===== src/rtl/frame_tx_pkg.sv =====
package frame_tx_pkg;

  typedef enum logic [2:0] {
    ST_OFF,
    ST_PRE,
    ST_IDLE,
    ST_FRAME,
    ST_BRK,
    ST_MARK
  } txState_e;

  typedef struct packed {
    logic load;
    logic shift;
  } dpStrobe_t;

endpackage


===== src/rtl/frame_tx_datapath.sv =====
module frame_tx_datapath
  import frame_tx_pkg::*;
#(
  parameter int DATA_W = 9
) (
  input  logic              clk,
  input  logic              rstN,
  input  dpStrobe_t         strb,
  input  logic              fmtLong,
  input  logic              wrEn,
  input  logic [DATA_W-1:0] wrData,
  output logic              bufEmpty,
  output logic              serBit
);
  localparam int SH_W = DATA_W + 2;

  logic [DATA_W-1:0] bufReg;
  logic              emptyReg;
  logic [SH_W-1:0]   shiftReg;

  always_ff @(posedge clk) begin
    if (!rstN) begin
      bufReg   <= '0;
      emptyReg <= 1'b1;
      shiftReg <= '1;
    end else begin
      if (strb.load) begin
        if (fmtLong) shiftReg <= {1'b1, bufReg, 1'b0};
        else         shiftReg <= {2'b11, bufReg[DATA_W-2:0], 1'b0};
        emptyReg <= 1'b1;
      end else if (strb.shift) begin
        shiftReg <= {1'b1, shiftReg[SH_W-1:1]};
      end
      if (wrEn && emptyReg) begin
        bufReg   <= wrData;
        emptyReg <= 1'b0;
      end
    end
  end

  assign bufEmpty = emptyReg;
  assign serBit   = shiftReg[0];

  a_r5_load_needs_word: assert property (@(posedge clk) disable iff (!rstN)
    strb.load |-> !emptyReg);

  a_r5_write_full_ignored: assert property (@(posedge clk) disable iff (!rstN)
    (wrEn && !emptyReg && !strb.load) |=> $stable(bufReg));

endmodule


===== src/rtl/frame_tx_ctrl.sv =====
module frame_tx_ctrl
  import frame_tx_pkg::*;
#(
  parameter int DATA_W = 9
) (
  input  logic      clk,
  input  logic      rstN,
  input  logic      baudTick,
  input  logic      fmtLong,
  input  logic      ctrlWr,
  input  logic      ctrlEn,
  input  logic      ctrlBrk,
  input  logic      bufEmpty,
  input  logic      serBit,
  output dpStrobe_t strb,
  output logic      txOe,
  output logic      txData
);
  localparam int CNT_W = $clog2(DATA_W + 2);
  localparam logic [CNT_W-1:0] LAST_LONG  = CNT_W'(DATA_W + 1);
  localparam logic [CNT_W-1:0] LAST_SHORT = CNT_W'(DATA_W);

  txState_e         state, nxt, unitNext;
  logic [CNT_W-1:0] cnt, lastIdx;
  logic             enReg, brkReg, prePend, brkPend;
  logic             unitDone, multiBit;

  assign lastIdx  = fmtLong ? LAST_LONG : LAST_SHORT;
  assign multiBit = (state == ST_PRE) || (state == ST_FRAME) || (state == ST_BRK);
  assign unitDone = baudTick && (!multiBit || (cnt == lastIdx));

  always_comb begin
    if (!enReg)                  unitNext = ST_OFF;
    else if (prePend)            unitNext = ST_PRE;
    else if (brkReg || brkPend)  unitNext = ST_BRK;
    else if (!bufEmpty)          unitNext = ST_FRAME;
    else                         unitNext = ST_IDLE;
  end

  always_comb begin
    nxt = state;
    if (unitDone) begin
      if (state == ST_BRK) nxt = (enReg && brkReg) ? ST_BRK : ST_MARK;
      else                 nxt = unitNext;
    end
  end

  always_comb begin
    strb.load  = unitDone && (nxt == ST_FRAME);
    strb.shift = baudTick && (state == ST_FRAME) && !unitDone;
  end

  always_ff @(posedge clk) begin
    if (!rstN) begin
      state   <= ST_OFF;
      cnt     <= '0;
      enReg   <= 1'b0;
      brkReg  <= 1'b0;
      prePend <= 1'b0;
      brkPend <= 1'b0;
    end else begin
      if (unitDone) begin
        state <= nxt;
        cnt   <= '0;
        if (nxt == ST_PRE) prePend <= 1'b0;
        if (nxt == ST_BRK) brkPend <= 1'b0;
      end else if (baudTick) begin
        cnt <= cnt + 1'b1;
      end
      if (ctrlWr) begin
        enReg  <= ctrlEn;
        brkReg <= ctrlBrk;
        if (ctrlEn && !enReg) prePend <= 1'b1;
        if (ctrlBrk)          brkPend <= 1'b1;
      end
    end
  end

  assign txOe   = (state != ST_OFF);
  assign txData = (state == ST_FRAME) ? serBit : (state != ST_BRK);

  a_r6_release_on_tick: assert property (@(posedge clk) disable iff (!rstN)
    $fell(txOe) |-> $past(baudTick));

  a_r2_drive_starts_preamble: assert property (@(posedge clk) disable iff (!rstN)
    $rose(txOe) |-> (state == ST_PRE));

  a_r8_whole_break_group: assert property (@(posedge clk) disable iff (!rstN)
    ($past(state) == ST_BRK && state != ST_BRK) |-> ($past(cnt) == $past(lastIdx)));

  a_r9_high_after_break: assert property (@(posedge clk) disable iff (!rstN)
    ($past(state) == ST_BRK && state != ST_BRK) |-> txData);

  a_r3_strobes_on_tick: assert property (@(posedge clk) disable iff (!rstN)
    (strb.load || strb.shift) |-> baudTick);

endmodule


===== src/rtl/frame_tx.sv =====
module frame_tx
  import frame_tx_pkg::*;
#(
  parameter int DATA_W = 9
) (
  input  logic              clk,
  input  logic              rstN,
  input  logic              baudTick,
  input  logic              fmtLong,
  input  logic              ctrlWr,
  input  logic              ctrlEn,
  input  logic              ctrlBrk,
  input  logic              wrEn,
  input  logic [DATA_W-1:0] wrData,
  output logic              bufEmpty,
  output logic              txOe,
  output logic              txData
);
  dpStrobe_t strb;
  logic      serBit;

  frame_tx_ctrl #(.DATA_W(DATA_W)) u_ctrl (
    .clk(clk), .rstN(rstN), .baudTick(baudTick), .fmtLong(fmtLong),
    .ctrlWr(ctrlWr), .ctrlEn(ctrlEn), .ctrlBrk(ctrlBrk),
    .bufEmpty(bufEmpty), .serBit(serBit), .strb(strb),
    .txOe(txOe), .txData(txData)
  );

  frame_tx_datapath #(.DATA_W(DATA_W)) u_dp (
    .clk(clk), .rstN(rstN), .strb(strb), .fmtLong(fmtLong),
    .wrEn(wrEn), .wrData(wrData), .bufEmpty(bufEmpty), .serBit(serBit)
  );

endmodule


===== config.mk =====
export PLATFORM = sky130hd
export DESIGN_NAME = frame_tx
export DESIGN_NICKNAME = d
export VERILOG_FILES = /design/src/rtl/frame_tx_pkg.sv /design/src/rtl/frame_tx_datapath.sv /design/src/rtl/frame_tx_ctrl.sv /design/src/rtl/frame_tx.sv
export SDC_FILE = /design/constraint.sdc
export NUM_CORES = 1
export LEC_CHECK = 0
export ABC_AREA = 0
export ABC_CLOCK_PERIOD_IN_PS = 2350
export BUFFER_PORTS_ARGS = -buffer_cell sky130_fd_sc_hd__buf_2
export CAP_MARGIN = 10
export CORE_MARGIN = 5
export CORE_UTILIZATION = 45
export CTS_CLUSTER_DIAMETER = 80
export CTS_CLUSTER_SIZE = 25
export DETAILED_ROUTE_END_ITERATION = 7
export MAX_ROUTING_LAYER = met4
export PLACE_DENSITY = 0.66
export SYNTH_ARGS = -nofsm -noshare
export SYNTH_HDL_FRONTEND = slang
export SYNTH_SLANG_ARGS = --single-unit

===== constraint.sdc =====
create_clock -name clk -period 2.35 [get_ports clk]
set_input_delay 0.47 -clock clk [delete_from_list [all_inputs] [get_ports clk]]
set_output_delay 0.47 -clock clk [all_outputs]
set_load 0.02 [all_outputs]

Yosys cells after proc, flatten, opt, wreduce, memory -nomap -nowiden
Index checks and enable logic that the tools add are counted.
{ "op_classes": {"add_sub_neg": 1, "n_eq_ne": 8, "muxes": 22, "n_bitwise": 1, "n_reduce_logical": 18} }
{ "ops": {"columns": ["operator", "count"], "rows": [
  ["$mux W11", 2],
  ["$mux W3", 5],
  ["$mux W1", 13],
  ["$mux W10", 1],
  ["$logic_and A1 B1 Y1", 7],
  ["$eq A3 B1 Y1 const B", 2],
  ["$eq A3 B2 Y1 const B", 2],
  ["$eq A3 B3 Y1 const B", 2],
  ["$add A4 B1 Y4 const B", 1],
  ["$eq A4 B4 Y1", 1],
  ["$logic_or A1 B1 Y1", 4],
  ["$reduce_bool A2 Y1", 2],
  ["$logic_not A1 Y1", 3],
  ["$ne A3 B3 Y1 const B", 1],
  ["$reduce_bool A3 Y1", 1],
  ["$mux W2", 1],
  ["$reduce_or A2 Y1", 1],
  ["$not A1 Y1", 1]
]} }
{ "word_totals": {"register_bits": 32, "input_bits": 17, "elab_cells": 59} }

Logic depth before layout (Yosys ltp)
{ "depth": {"word_depth": 12, "depth_mapped": 7, "ltp_nobuf": 5} }

By module
From an unflattened synthesis, not the netlist that was laid out.
{ "unflattened": {"cells_unflattened": 165, "area_unflattened_um2": 1579.0} }
{ "modules_own_cells": {"columns": ["mod", "instances", "cells_per_inst", "area_per_inst_um2", "seq_area_each_um2"], "rows": [
  ["frame_tx_datapath", 1, 88, 908.4, 400.4],
  ["frame_tx_ctrl", 1, 77, 670.6, 220.2]
]} }

Worst setup path after synthesis
Ideal clock, no wire load.
{ "synth_timing": {"kind": "input to register", "from": "input port fmtLong", "to": "register u_dp.shiftReg[9]", "t_arrival_ns": 1.473, "required_ns": 2.219, "slack_ns": 0.747, "path_stages": 7, "cell_sequence": "nor3b_1 > o21ai_1 > buf_2 > a21o_1 > buf_4 > nor3b_2 > o21ai_1"} }
{ "synth_between": {"elab_chain_len": 8, "elab_cells_between_ends": 12} }
{ "synth_rtl": {"columns": ["item", "line_no", "source"], "rows": [
  ["from (decl)", "frame_tx.sv:9", "input logic fmtLong,"],
  ["$mux W2", "frame_tx_ctrl.sv:28", "assign lastIdx = fmtLong ? LAST_LONG : LAST_SHORT;"],
  ["$eq A4 B4 Y1", "frame_tx_ctrl.sv:30", "assign unitDone = baudTick && (!multiBit || (cnt == lastIdx));"],
  ["$logic_or A1 B1 Y1", "frame_tx_ctrl.sv:30", null],
  ["$logic_and A1 B1 Y1", "frame_tx_ctrl.sv:30", null],
  ["$mux W3", "frame_tx_ctrl.sv:42", "if (unitDone) begin"],
  ["$eq A3 B2 Y1", "frame_tx_ctrl.sv:49", "strb.load = unitDone && (nxt == ST_FRAME);"],
  ["$logic_and A1 B1 Y1", "frame_tx_ctrl.sv:49", null],
  ["$mux W11 / $reduce_bool A2 Y1 (equally long branches)", null, null],
  ["to (signal assigned)", "frame_tx_datapath.sv:28", "if (fmtLong) shiftReg <= {1'b1, bufReg, 1'b0};"],
  ["to (signal assigned)", "frame_tx_datapath.sv:29", "else shiftReg <= {2'b11, bufReg[DATA_W-2:0], 1'b0};"],
  ["to (signal assigned)", "frame_tx_datapath.sv:32", "shiftReg <= {1'b1, shiftReg[SH_W-1:1]};"],
  ["to (decl)", "frame_tx_datapath.sv:19", "logic [SH_W-1:0] shiftReg;"]
]} }
Several ways; a longest one is shown, not always the timed one.
A chain may end at the register's enable or synchronous reset.

Final worst setup path
{ "layout_timing": {"from": "register u_ctrl.cnt[0]", "to": "register u_dp.shiftReg[0]"} }
{ "layout_between": {"elab_chain_len": 7, "elab_cells_between_ends": 10} }
{ "layout_rtl": {"columns": ["item", "line_no", "source"], "rows": [
  ["from (decl)", "frame_tx_ctrl.sv:24", "logic [CNT_W-1:0] cnt, lastIdx;"],
  ["from (signal assigned)", "frame_tx_ctrl.sv:68", "cnt <= cnt + 1'b1;"],
  ["$eq A4 B4 Y1 (*)", "frame_tx_ctrl.sv:30", null],
  ["$logic_or A1 B1 Y1 (*)", "frame_tx_ctrl.sv:30", null],
  ["$logic_and A1 B1 Y1 (*)", "frame_tx_ctrl.sv:30", null],
  ["$mux W3", "frame_tx_ctrl.sv:42", null],
  ["$eq A3 B2 Y1", "frame_tx_ctrl.sv:49", null],
  ["$logic_and A1 B1 Y1", "frame_tx_ctrl.sv:49", null],
  ["$mux W11 / $reduce_bool A2 Y1 (equally long branches)", null, null]
]} }
Mark *: on every way between the ends. The rest lies on a longest branch, timed or not.

==> results.md <==
Run status:
- The flow ran to the end, and the final reports show no timing, DRC or antenna violations.

Logic synthesis:
- The number of different library cells used by synthesis comes to 43.
- The portion of synthesized cell area occupied by the leading cell type is 0.4010.
- The prevailing post-synth register cell is sky130_fd_sc_hd__dfxtp_1.
- The post-synthesis instance total is 170.
- Summed over all instances, the cell type with the most area after synthesis is sky130_fd_sc_hd__dfxtp_1.
- The synthesized net count is 188.
- Sorting the synthesized cells by area gives the leading types as sky130_fd_sc_hd__dfxtp_1 40%, sky130_fd_sc_hd__a21boi_0 8.2%, sky130_fd_sc_hd__nand2_1 6.8%.
- Synthesis inferred 31 register bits.
- Counting flops with a built-in enable in the synthesized netlist gives 0.
- By count the netlist is led by 31 x sky130_fd_sc_hd__dfxtp_1, 28 x sky130_fd_sc_hd__nand2_1, 17 x sky130_fd_sc_hd__a21boi_0, 14 x sky130_fd_sc_hd__nor2_1, 11 x sky130_fd_sc_hd__o21ai_1.
- The most repeated cell in the gate-level netlist after synthesis is sky130_fd_sc_hd__dfxtp_1.
- After synthesis the cells add up to 1548 um2.
- The number of synthesis warnings is 0.
- A synthesized cell averages about 9.1 um2.
- For this run, the register share of the synthesized area comes to 0.4010.
- For this run, asynchronously set or reset flops after synthesis account for 0.

Clock network:
- Counting the buffers created by CTS gives 5.
- In this run, post-CTS hold repair placed 0 buffers.
- Clock-pin slew was measured on the worst setup and hold paths at 0.10 ns.
- Clock tree synthesis found a total of 31 sinks.
- The setup fix buffers added after clock tree synthesis is 0.
- The clock passes through at most 2 buffers.
- At the later pin of the worst-skew pair, clock insertion delay measures roughly 0.33 ns.
- The H-tree depth is 2.
- The clock tree from TritonCTS is built.
- The root buffer cell is sky130_fd_sc_hd__clkbuf_4.
- The number of gates resized after CTS was 0.

GRT:
- The via count of the first global-routing pass is 1106.
- The number of antenna violations at the first check in global routing was 0.
- Entering global routing, the biggest net connects 31 pins.
- The first global-routing pass estimated 4802 um of wire.
- Summed over all layers, the global routing overflow is 0.
- The global-route total usage across every layer is 0.1415.

Pwr:
- The net switching component of the power is roughly 300 uW.
- The internal power consumption is ~740 uW.
- The switching share of power is 0.2872.
- The logic gate share of total power is 0.153.
- Overall power consumption after layout is estimated at 1041 uW.
- The sequential group share of total power is 0.556.
- The clock group share of total power is 0.292.
- The reported leakage power is 0.0006675 uW.
- The peak supply drop is 0.0004114 V.
- Dividing total power by cell area gives a power density of 622.0 nW/um2.

Route:
- The vias per cell is 5.185.
- The routed design has around 2900 um of wire.
- The routed length per placed instance is 12.30 um.
- The via count is approximately 1200.
- The post-detailed-route DRC marker count is 0.
- The first-pass iteration count of the detailed router is 4.
- The number of antenna-violating nets in the routed design is 0.
- The initial detailed-routing violation count is 37.

Floorplan:
- The width of the die is 68.65 um.
- The I/O pin total is 20.
- The initial utilization of the core area, before any placement, comes to 0.4638.
- The chip height is 68.65 um.
- The core area is 3337 um2.
- The area enclosed by the die boundary is 4712 um2.
- After floorplanning, the core was divided into 21 placement rows.

Placed design:
- The HPWL after detailed placement is around 2100 um.
- At the placement stage, the worst setup path has a slack of 0.1969 ns.
- Summing all placed instances gives a cell area of 1620 um2.
- The number of port buffers is 19.
- Routability-driven placement finished with a final weighted congestion of 0.7433.

Timing:
- The number of failing setup endpoints in the final timing report is 0.
- The ratio of final minimum period to clock period is 0.8677.
- For the pin with the worst max-slew slack, the measured transition is 0.7896 ns.
- The worst path meets setup with 0.3109 ns of slack.
- Setup repair after global routing left no endpoint under its margin.
- The final clock skew is ~0.0084 ns.
- The post-layout minimum cycle time is 2.039 ns.
- The headroom to the max-slew limit is 0.4700.
- The final-report hold violation count is 0.
- The total negative slack is 0 ns.
- Static timing analysis puts the maximum clock frequency at 490.4 MHz.
- The count of final max-slew check failures is 0.

Layout:
- The sequential cell area is 620.6 um2.
- Compared with the post-synthesis result, the final layout area differs by 8.165%.
- The number of nets at the end of the flow is 203.
- The number of filler cells placed in the layout is 336.
- The combined area of the multi-input logic cells is about 840 um2.
- The final instance area is 1674 um2.
- The number of diodes is 0.
- The ratio of cells with drive above 1 in the final layout is 0.2366.

Setup path:
- The required time at the endpoint of the critical path is 2.55 ns.
- The launching element type of the critical path is a flop.
- The kind of critical path is reg -> reg.
- STA classifies the critical path endpoint as a flop.
- The biggest fanout along the worst timing path is 12.
- Data arrives at the worst endpoint at 2.24 ns.

Flow run:
- The max-capacitance violation count is 0.

Min path:
- The tightest min-delay check is of the in -> reg type.
[power by group through the flow]
stage          registers (uW)  logic [uW]  clock network, uW
5_1_grt                   583         176                325
3_3_place_gp              589         156                  0
2_1_floorplan             585         123                  0
4_1_cts                   579         161                315
6_report                  578         159                304
3_5_place_dp              591         160                  0
[kinds of logic after synthesis]
group | Yosys count | synth area share
AOI/OAI and AO/OA | 47 | 0.2401
xor gates and xnor gates | 2 | 0.01132
adders and majority gates | 1 | 0.008083
buffers and inverters | 13 | 0.05659
DFF | 31 | 0.4010
muxes | 4 | 0.02587
and+or+nand+nor | 72 | 0.2571
[metrics by stage]
| step | utilization | instances | hold WS [ns] |
|---|---|---|---|
| floorplan | - | 170 | 0.4402 |
| global placement | 0.4856 | 224 | 0.4547 |
| detailed placement | 0.4856 | 224 | 0.4618 |
| CTS | 0.5017 | 232 | 0.3589 |
| global route | 0.5017 | 232 | 0.3689 |
| finish | 0.5017 | 232 | 0.3690 |
[sequential cells by signal, indices dropped and copies added, names as in the netlist]
signal	count
u_ctrl.cnt	4
u_ctrl.enReg	1
u_dp.shiftReg	10
u_dp.bufEmpty	1
u_dp.bufReg	9
u_ctrl.brkReg	1
u_ctrl.prePend	1
u_ctrl.brkPend	1
u_ctrl.state	3
[cell type report]
type / instances / share of cell area
Timing Repair Buffer: 19 / 0.05680
Sequential cell: 31 / 0.3707
Inverter: 2 / 0.004484
Tap cell: 46 / 0.03438
Multi-Input combinational cell: 126 / 0.5015
Clock inverter: 2 / 0.007474
Clock buffer: 6 / 0.02466
[placed cells by master (no fill, tap or decap), types with 2 or more instances in the layout]
cell                       count
sky130_fd_sc_hd__xor2_1        2
sky130_fd_sc_hd__clkbuf_4      5
sky130_fd_sc_hd__o21ai_1      11
sky130_fd_sc_hd__nor2_1       14
sky130_fd_sc_hd__nor3b_1       2
sky130_fd_sc_hd__nor2b_1       4
sky130_fd_sc_hd__a21oi_1       3
sky130_fd_sc_hd__a21boi_0     17
sky130_fd_sc_hd__mux2i_1       4
sky130_fd_sc_hd__dfxtp_1      31
sky130_fd_sc_hd__nand2b_1      3
sky130_fd_sc_hd__nand4_1       3
sky130_fd_sc_hd__nor3_1        4
sky130_fd_sc_hd__inv_1         2
sky130_fd_sc_hd__o311a_1       2
sky130_fd_sc_hd__a211oi_2      7
sky130_fd_sc_hd__nand2_1      28
sky130_fd_sc_hd__buf_2        19
[worst paths after layout]
check	start	end	slack, ns	cells past startpoint
hold reg to reg	u_dp.bufReg[7]	u_dp.bufReg[7]	0.47	2
hold / removal	wrData[8]	u_dp.bufReg[8]	0.37	3
setup / recovery	u_ctrl.cnt[0]	u_dp.shiftReg[0]	0.31	5
setup reg to reg	u_ctrl.cnt[0]	u_dp.shiftReg[0]	0.31	5
[per-layer routing]
metal  global-route usage  wire length, um
met1               0.1663             1329
met5                    -                0
met4              0.05211               41
met3              0.04862              110
met2               0.2229             1372
[critical path: stages (launching register included)]
cell,delay [ns]
sky130_fd_sc_hd__dfxtp_1,0.42
sky130_fd_sc_hd__and3b_1,0.20
sky130_fd_sc_hd__o21ai_1,0.62
sky130_fd_sc_hd__and2_4,0.38
sky130_fd_sc_hd__mux2i_1,0.22
sky130_fd_sc_hd__o21ai_1,0.08
No activity file was read; power rests on OpenSTA's default activity.
